## src/rtl/spi_ss_ctl.sv

```systemverilog
module spi_ss_ctl #(
  parameter int W   = 8,
  parameter int DIV = 4
) (
  input  logic         clk,
  input  logic         rst_n,
  input  logic         reg_we,
  input  logic         reg_addr,
  input  logic [W-1:0] reg_wdata,
  output logic [W-1:0] reg_rdata,
  input  logic         start,
  output logic         busy,
  output logic         done,
  output logic         mode_fault,
  output logic         sck_o,
  output logic         sck_oe,
  input  logic         sck_i,
  output logic         mosi_o,
  output logic         mosi_oe,
  input  logic         mosi_i,
  input  logic         miso_i,
  output logic         miso_o,
  output logic         miso_oe,
  input  logic         ss_i,
  output logic         ss_o,
  output logic         ss_oe
);
  localparam int HALF = DIV / 2;
  localparam int HN   = 2 * W + 1;
  localparam int HCW  = $clog2(HN + 1);
  localparam int CCW  = (HALF > 1) ? $clog2(HALF) : 1;
  localparam int BCW  = $clog2(W + 1);

  logic mstr, lsbf, flt_en, sso_en;
  logic [W-1:0] dreg, tx, rx;
  logic [HCW-1:0] hcnt;
  logic [CCW-1:0] ccnt;
  logic [BCW-1:0] bcnt;
  logic sck_q;

  wire cwr      = reg_we && !reg_addr;
  wire dwr      = reg_we && reg_addr;
  wire ss_mon   = mstr && flt_en && !sso_en;
  wire fault    = ss_mon && !ss_i;
  wire cfg_chg  = cwr && (reg_wdata[3:0] != {sso_en, flt_en, lsbf, mstr});
  wire half_end = (ccnt == CCW'(HALF - 1));
  wire m_last   = half_end && (hcnt == HCW'(HN - 1));
  wire in_bit   = mstr ? miso_i : mosi_i;
  wire out_bit  = lsbf ? tx[0] : tx[W-1];
  wire s_rise   = !ss_i && sck_i && !sck_q;
  wire s_fall   = !ss_i && !sck_i && sck_q;
  wire [W-1:0] rx_nxt = lsbf ? {in_bit, rx[W-1:1]} : {rx[W-2:0], in_bit};
  wire [W-1:0] tx_nxt = lsbf ? {1'b0, tx[W-1:1]} : {tx[W-2:0], 1'b0};

  always_ff @(posedge clk or negedge rst_n) begin
    if (!rst_n) begin
      {sso_en, flt_en, lsbf, mstr} <= '0;
      mode_fault <= 1'b0;
    end else if (fault) begin
      mode_fault <= 1'b1;
      mstr       <= 1'b0;
    end else if (cwr) begin
      {sso_en, flt_en, lsbf, mstr} <= reg_wdata[3:0];
      mode_fault <= 1'b0;
    end
  end

  always_ff @(posedge clk or negedge rst_n) begin
    if (!rst_n) begin
      dreg  <= '0;
      tx    <= '0;
      rx    <= '0;
      hcnt  <= '0;
      ccnt  <= '0;
      bcnt  <= '0;
      busy  <= 1'b0;
      done  <= 1'b0;
      sck_q <= 1'b0;
    end else begin
      done  <= 1'b0;
      sck_q <= sck_i;
      if (dwr) dreg <= reg_wdata;
      if (fault || (busy && cfg_chg)) begin
        busy <= 1'b0;
      end else if (busy) begin
        if (m_last) begin
          busy <= 1'b0;
          done <= 1'b1;
          dreg <= rx;
        end else if (half_end) begin
          ccnt <= '0;
          hcnt <= hcnt + 1'b1;
          if (hcnt[0]) tx <= tx_nxt;
          else         rx <= rx_nxt;
        end else begin
          ccnt <= ccnt + 1'b1;
        end
      end else if (mstr) begin
        if (start) begin
          busy <= 1'b1;
          hcnt <= '0;
          ccnt <= '0;
          tx   <= dreg;
        end
      end else if (ss_i) begin
        tx   <= dreg;
        bcnt <= '0;
      end else begin
        if (s_rise) begin
          rx <= rx_nxt;
          if (bcnt == BCW'(W - 1)) begin
            bcnt <= '0;
            done <= 1'b1;
            dreg <= rx_nxt;
          end else begin
            bcnt <= bcnt + 1'b1;
          end
        end
        if (s_fall) tx <= tx_nxt;
      end
    end
  end

  assign reg_rdata = reg_addr ? dreg : {{(W-4){1'b0}}, sso_en, flt_en, lsbf, mstr};
  assign sck_o     = busy && hcnt[0];
  assign sck_oe    = mstr;
  assign mosi_o    = busy && out_bit;
  assign mosi_oe   = mstr;
  assign miso_o    = out_bit;
  assign miso_oe   = !mstr && !ss_i;
  assign ss_oe     = mstr && flt_en && sso_en;
  assign ss_o      = !(busy && ss_oe);

  p_done_single_r3: assert property (@(posedge clk) disable iff (!rst_n)
    done |=> !done);

  p_fault_release_r7: assert property (@(posedge clk) disable iff (!rst_n)
    (ss_mon && !ss_i) |=> (mode_fault && !busy && !sck_oe && !mosi_oe));

  p_cfg_abort_r8: assert property (@(posedge clk) disable iff (!rst_n)
    (busy && cfg_chg) |=> (!busy && !done));

  p_start_only_r10: assert property (@(posedge clk) disable iff (!rst_n)
    $rose(busy) |-> $past(start && mstr));

  p_slave_no_ss_r9: assert property (@(posedge clk) disable iff (!rst_n)
    (done && !mstr) |-> !ss_oe);
endmodule

```

## config.mk

```make
export PLATFORM = sky130hd
export DESIGN_NAME = spi_ss_ctl
export DESIGN_NICKNAME = d
export VERILOG_FILES = /design/src/rtl/spi_ss_ctl.sv
export SDC_FILE = /design/constraint.sdc
export NUM_CORES = 1
export LEC_CHECK = 0
export ABC_AREA = 1
export BUFFER_PORTS_ARGS = -buffer_cell sky130_fd_sc_hd__buf_2
export CORE_MARGIN = 4
export CORE_UTILIZATION = 34
export CTS_CLUSTER_SIZE = 16
export DETAILED_ROUTE_END_ITERATION = 16
export GPL_TIMING_DRIVEN = 0
export PLACE_DENSITY = 0.62
export SYNTH_ARGS = -nofsm -noshare
export SYNTH_HDL_FRONTEND = slang
export SYNTH_SLANG_ARGS = --single-unit
export TNS_END_PERCENT = 1
```

## constraint.sdc

```tcl
create_clock -name clk -period 2.95 [get_ports clk]
set_input_delay 0.59 -clock clk [delete_from_list [all_inputs] [get_ports clk]]
set_output_delay 0.59 -clock clk [all_outputs]
set_load 0.05 [all_outputs]
```

==> results of run 1 <==
==> area by class of cell <==
class                           count  area, sq um  share of cell area, %
Buffer                             14        86.33                  2.670
Clock buffer                        5        68.82                  2.128
Clock inverter                      3        40.04                  1.238
Inverter                           53        201.4                  6.231
Multi-Input combinational cell    281         1483                  45.86
Sequential cell                    42         1051                  32.51
Tap cell                          102        127.6                  3.947
Timing Repair Buffer               35        175.2                  5.418
==> synthesized netlist by cell type, types with 2 or more instances <==
cell type and n:
nand2_1 111, dfrtp_1 42, nand2_4 2, nand3_1 20, ha_1 3, nor3_1 7, nor2_1 24, xor2_1 2
clkbuf_1 6, inv_2 12, o21bai_1 16, buf_2 3, or2_1 4, inv_1 40, buf_6 3, nor2_4 3
nor2_2 4, o21a_1 10, buf_4 2, nand3_2 3, o21ai_1 13, a21oi_1 12, o21ai_0 36
==> report_power, final <==
part           internal, mW  switching (mW)
Combinational         0.462           0.969
Sequential            0.749           0.146
Clock                 0.249           0.211
==> path summary, 6_finish.rpt <==
path                                        startpoint                     end  slack, ps  depth (start not counted)
worst max register to register     hcnt[0]$_DFFE_PN0P_       tx[2]$_DFFE_PN0P_       1040                         12
min in group clk                                 sck_i         sck_q$_DFF_PN0_        430                          1
worst max-delay path                  lsbf$_DFFE_PN0P_                  mosi_o        460                          5
max in group asynchronous                        rst_n         sck_q$_DFF_PN0_       1910                          1
worst min-delay path                             rst_n       tx[6]$_DFFE_PN0P_        430                          1
worst min register to register  mode_fault$_DFFE_PN0P_  mode_fault$_DFFE_PN0P_        500                          2
==> through the flow <==
| step | setup slack, ps | hold WS (ps) | util, % | cell area [sq um] |
|---|---|---|---|---|
| 6_report | 459.3 | 425.6 | 40.99 | 3233 |
| 5_1_grt | 320.7 | 424.6 | 40.99 | 3233 |
| 4_1_cts | 449.6 | 412.3 | 40.99 | 3233 |
| 3_5_place_dp | 718.8 | 478.3 | 39.61 | 3124 |
| 3_3_place_gp | 722.5 | 475.6 | 39.61 | 3124 |
| 2_1_floorplan | 240.1 | 294.4 | - | 2821 |
==> registers in the layout (all words and copies together), names as in the netlist <==
register / flops
dreg: 8
lsbf: 1
ccnt: 1
rx: 8
busy: 1
tx: 8
mosi_oe: 1
sck_q: 1
bcnt: 4
mode_fault: 1
hcnt: 5
sso_en: 1
flt_en: 1
done: 1
==> routing by layer <==
metal,up-vias,GRT usage (%),share of wire [%]
li1,1332,-,-
met1,1197,18.90,45
met2,66,25.52,48
met3,12,2.406,4.1
met4,0,6.092,2.6
met5,-,0,0
==> cells by family (layout without fill, tap and decap cells) <==
| group | count (synthesis) | after routing |
|---|---|---|
| AO/OA/AOI/OAI | 90 | 90 |
| XOR/XNOR | 3 | 3 |
| adder cells (fa/ha/maj) | 3 | 3 |
| buffers and inverters | 67 | 110 |
| flip-flops | 42 | 42 |
| AND/OR/NAND/NOR | 185 | 185 |
==> metrics.yaml, run 1 <==
outcome:
  status: "finished clean"
timing:
  rsz0062_at_grt: "false"
  fin_tns_setup_ps: 0
  setup_viol: 0
  finalCritPeriodShare_pct: 84.43
  fmax_ghz: 0.4015
  max_slew_margin_pct: 35.86
  fin_skew_ps: 7.510
  tightestPinTransition_ps: 962.1
  finalHoldViolations: 0
  maxSlewViolCount: 0
  period_minus_slack_ps: 2491
clock_tree:
  hold_buffers: 0
  ctsResizeCount: 0
  cts_root_buf: "clkbuf_8"
  cts.sinks: 42
  clkTransAtPathRegs_ps: 90
  post_cts_buffers: 0
  cts_inserted_buffers: 5
  clk_latency_ps: 300
  htree_levels: 2
  cts_tree: "built"
  clock_path_buffers: 2
synth:
  synth_top_area_cell: "dfrtp_1"
  ys_ff_latch: 42
  synth-xor-area-share_pct: 0.9329
  synth_edf_count: 0
  netlist-cell-type-count: 35
  avgSynthCellArea_sq_um: 7.222
  yosysTopAreaCellShare_pct: 37.32
  ys.flop_type: "dfrtp_1"
  postSynth.asyncResetShare_pct: 100.0
  synth_fa_ha_area_share_pct: 1.333
  syn_inst: 390
  syn_area_sq_mm: 0.002816
  synth_top_family_by_area: "simple AND/OR/NAND/NOR gates"
  synth_area_leaders: "dfrtp_1, nand2_1, o21ai_0"
  synth-simple-area-share_pct: 30.88
  muxShareOfSynthArea_pct: 0
  yosysSeqAreaShare_pct: 37.32
  yosys_warnings: 0
  synth_compound_area_share_pct: 19.32
  syn_nets: 410
floorplanning:
  fp.dieW_microns: 99.02
  initial_core_util_pct: 35.71
  num_rows: 32
  core_area_sq_mm: 0.007888
  dieArea_sq_mm: 0.009804
  die_y_microns: 99.02
  io_pins: 36
placed_design:
  place_inst: 527
  port_buffers: 35
  gp_congestion: 0.8347
  dp_hpwl_mm: 5.434
min_path:
  min_path_type: "in2async"
cells_and_area:
  nets: 452
  syn_to_final_growth_pct: 14.79
  layout_commonest_cell: "nand2_1"
  fillers: 814
  final_cell_mix: "nand2_1, dfrtp_1, inv_1"
  fin_cells: 535
  drive_above_1_share_pct: 19.63
  n_antenna_cell: 0
route:
  vias: 2607
  wire_per_inst_microns: 13.22
  drt-total-wl_mm: 7.075
  drc_errors: 0
  drt-initial-drc-count: 158
  firstDrtPassIters: 4
  viasPerCell: 4.873
  ant_nets: 0
global_routing:
  grt_max_degree: 43
  track_usage_pct: 15.01
  grt-ovfl-total: 0
  grt_pass1_wl_mm: 11.96
  grt_antenna_before_repair: 0
  grt_pass1_vias: 2519
setup_path:
  cp.arrival_ps: 1900
  cp_common_cell: "buf_2"
  cp.required_ps: 2360
  crit_family: "buffers and inverters"
  worst_path_max_delay_cell: "dfrtp_1"
  critPathKind: "reg2out"
  startpoint_type: "flip-flop"
  crit_buf_inv: 3
  crit_path_end_kind: "output port"
  cpPeakStageDelay_ps: 420
  crit_fanout: 10
  worstPathCellList: "buf_2 -> clkbuf_1 -> nand2_1 -> a21oi_1 -> buf_2"
run:
  cap_violations: 0
power:
  finalPower_mw: 2.787
  power_density_mw_per_mm2: 862.0
  leakagePower_nw: 1.708
  peakVddDrop_mv: 0.2749
Note: power is estimated with default switching activity, not from simulation.
==> run 2, diff against run 1 <==
==> constraint.sdc (replaced) <==
create_clock -name clk -period 2.5 [get_ports clk]
set_input_delay 0.5 -clock clk [delete_from_list [all_inputs] [get_ports clk]]
set_output_delay 0.5 -clock clk [all_outputs]
set_load 0.05 [all_outputs]
==> metrics.yaml, run 2 (same netlist as run 1, synthesis figures left out) <==
floorplanning:
  fp.dieW_microns: 99.02  # unchanged
  dieArea_sq_mm: 0.009804  # unchanged
  io_pins: 36  # unchanged
  num_rows: 32  # unchanged
  core_area_sq_mm: 0.007888  # unchanged
  initial_core_util_pct: 35.71  # unchanged
  die_y_microns: 99.02  # unchanged
timing:
  period_minus_slack_ps: 2121
  setup_viol: 0  # unchanged
  finalHoldViolations: 0  # unchanged
  fin_skew_ps: 14.13  # +6.623 ps
  maxSlewViolCount: 0  # unchanged
  rsz0062_at_grt: "false"
  max_slew_margin_pct: 33.68  # -2.2 points
  tightestPinTransition_ps: 994.8  # +32.74 ps
  finalCritPeriodShare_pct: 84.85
  fin_tns_setup_ps: 0  # unchanged
  fmax_ghz: 0.4714
setup_path:
  crit_fanout: 10  # unchanged
  cp.required_ps: 2000  # -360 ps
  crit_buf_inv: 3  # unchanged
  crit_path_end_kind: "output port"
  worstPathCellList: "clkbuf_1 -> nand2_1 -> inv_1 -> buf_2"
  startpoint_type: "flip-flop"
  critPathKind: "reg2out"
  crit_family: "buffers and inverters"
  cpPeakStageDelay_ps: 500  # +80 ps
  cp.arrival_ps: 1620  # -280 ps
  worst_path_max_delay_cell: "dfrtp_1"
route:
  viasPerCell: 4.865  # -0.16%
  wire_per_inst_microns: 13.24  # +0.11%
  drc_errors: 0  # unchanged
  drt-total-wl_mm: 7.056  # -0.27%
  ant_nets: 0  # unchanged
  drt-initial-drc-count: 170  # +7.6%
  vias: 2593  # -0.54%
  firstDrtPassIters: 5  # +1
clock_tree:
  ctsResizeCount: 0  # unchanged
  clock_path_buffers: 2  # unchanged
  cts_tree: "built"
  cts.sinks: 42  # unchanged
  clkTransAtPathRegs_ps: 80  # about the same
  cts_inserted_buffers: 5  # unchanged
  htree_levels: 2  # unchanged
  clk_latency_ps: 300  # about the same
  cts_root_buf: "clkbuf_8"
  post_cts_buffers: 0  # unchanged
  hold_buffers: 0  # unchanged
cells_and_area:
  final_cell_mix: "nand2_1, dfrtp_1, inv_1"
  layout_commonest_cell: "nand2_1"
  syn_to_final_growth_pct: 15.02
  drive_above_1_share_pct: 19.49  # -0.14 points
  largest_registers: "dreg (8), rx (8), tx (8)"
  nets: 451  # -0.22%
  final_cell_area_sq_mm: 0.003239  # +0.19%
  fillers: 783  # -3.8%
  n_antenna_cell: 0  # unchanged
global_routing:
  grt_pass1_vias: 2470  # -1.9%
  track_usage_pct: 15.00  # about the same
  grt_antenna_before_repair: 0  # unchanged
  grt_pass1_wl_mm: 12.02  # +0.46%
  grt-ovfl-total: 0  # unchanged
  grt_max_degree: 43  # unchanged
power:
  leakagePower_nw: 1.709  # about the same
  peakVddDrop_mv: 0.2964  # +7.8%
  power_density_mw_per_mm2: 1022  # +19%
placed_design:
  dp_hpwl_mm: 5.412  # -0.40%
  place_area_sq_mm: 0.003131  # +0.20%
  port_buffers: 35  # unchanged
  gp_congestion: 0.8427  # +0.96%
min_path:
  min_path_type: "in2reg"
outcome:
  status: "finished clean"
run:
  cap_violations: 0  # unchanged
-- run 2: area by class of cell --
cell class	count	area, sq um	area share, %
Clock buffer	6	82.58	2.549
Timing Repair Buffer	35	175.2	5.407
Buffer	13	82.58	2.549
Clock inverter	1	30.03	0.9270
Inverter	53	201.4	6.219
Sequential cell	42	1051	32.44
Multi-Input combinational cell	281	1489	45.96
Tap cell	102	127.6	3.940
-- run 2: metal layers --
layer / up-vias / GRT usage [%] / wire length (microns)
li1: 1333 / - / -
met1: 1182 / 19.57 / 3157
met2: 72 / 25.83 / 3429
met3: 6 / 2.265 / 380
met4: 0 / 3.992 / 88
met5: - / 0 / 0
-- run 2: worst paths after layout --
| path | from | to | slack [ps] | cells past startpoint |
|---|---|---|---|---|
| min in group asynchronous | rst_n | tx[6]$_DFFE_PN0P_ | 360 | 1 |
| max in group asynchronous | rst_n | dreg[6]$_DFF_PN0_ | 1520 | 1 |
| hold / removal | sck_i | sck_q$_DFF_PN0_ | 340 | 1 |
| setup / recovery | busy$_DFF_PN0_ | sck_o | 380 | 4 |
| hold reg to reg | mode_fault$_DFFE_PN0P_ | mode_fault$_DFFE_PN0P_ | 490 | 2 |
| setup reg to reg | hcnt[0]$_DFFE_PN0P_ | rx[7]$_DFFE_PN0P_ | 620 | 11 |
-- run 2: per-stage QoR --
stage	setup WS [ps]	util [%]	hold WS (ps)	std cells	total power [mW]
after CTS	135.7	41.12	326.1	534	3.338
after floorplan	18.95	-	204.4	390	2.353
final	378.8	41.07	338.3	533	3.310
after detailed placement	481.2	39.69	474.7	527	2.762
after global placement	466.2	39.69	475.7	527	2.741
after global routing	296.2	41.07	336.6	533	3.591
-- run 2: report_power, final --
group          switching (mW)  internal [mW]
Combinational            1.15          0.543
Clock                   0.245          0.320
Sequential              0.173          0.884
Total                    1.56           1.75
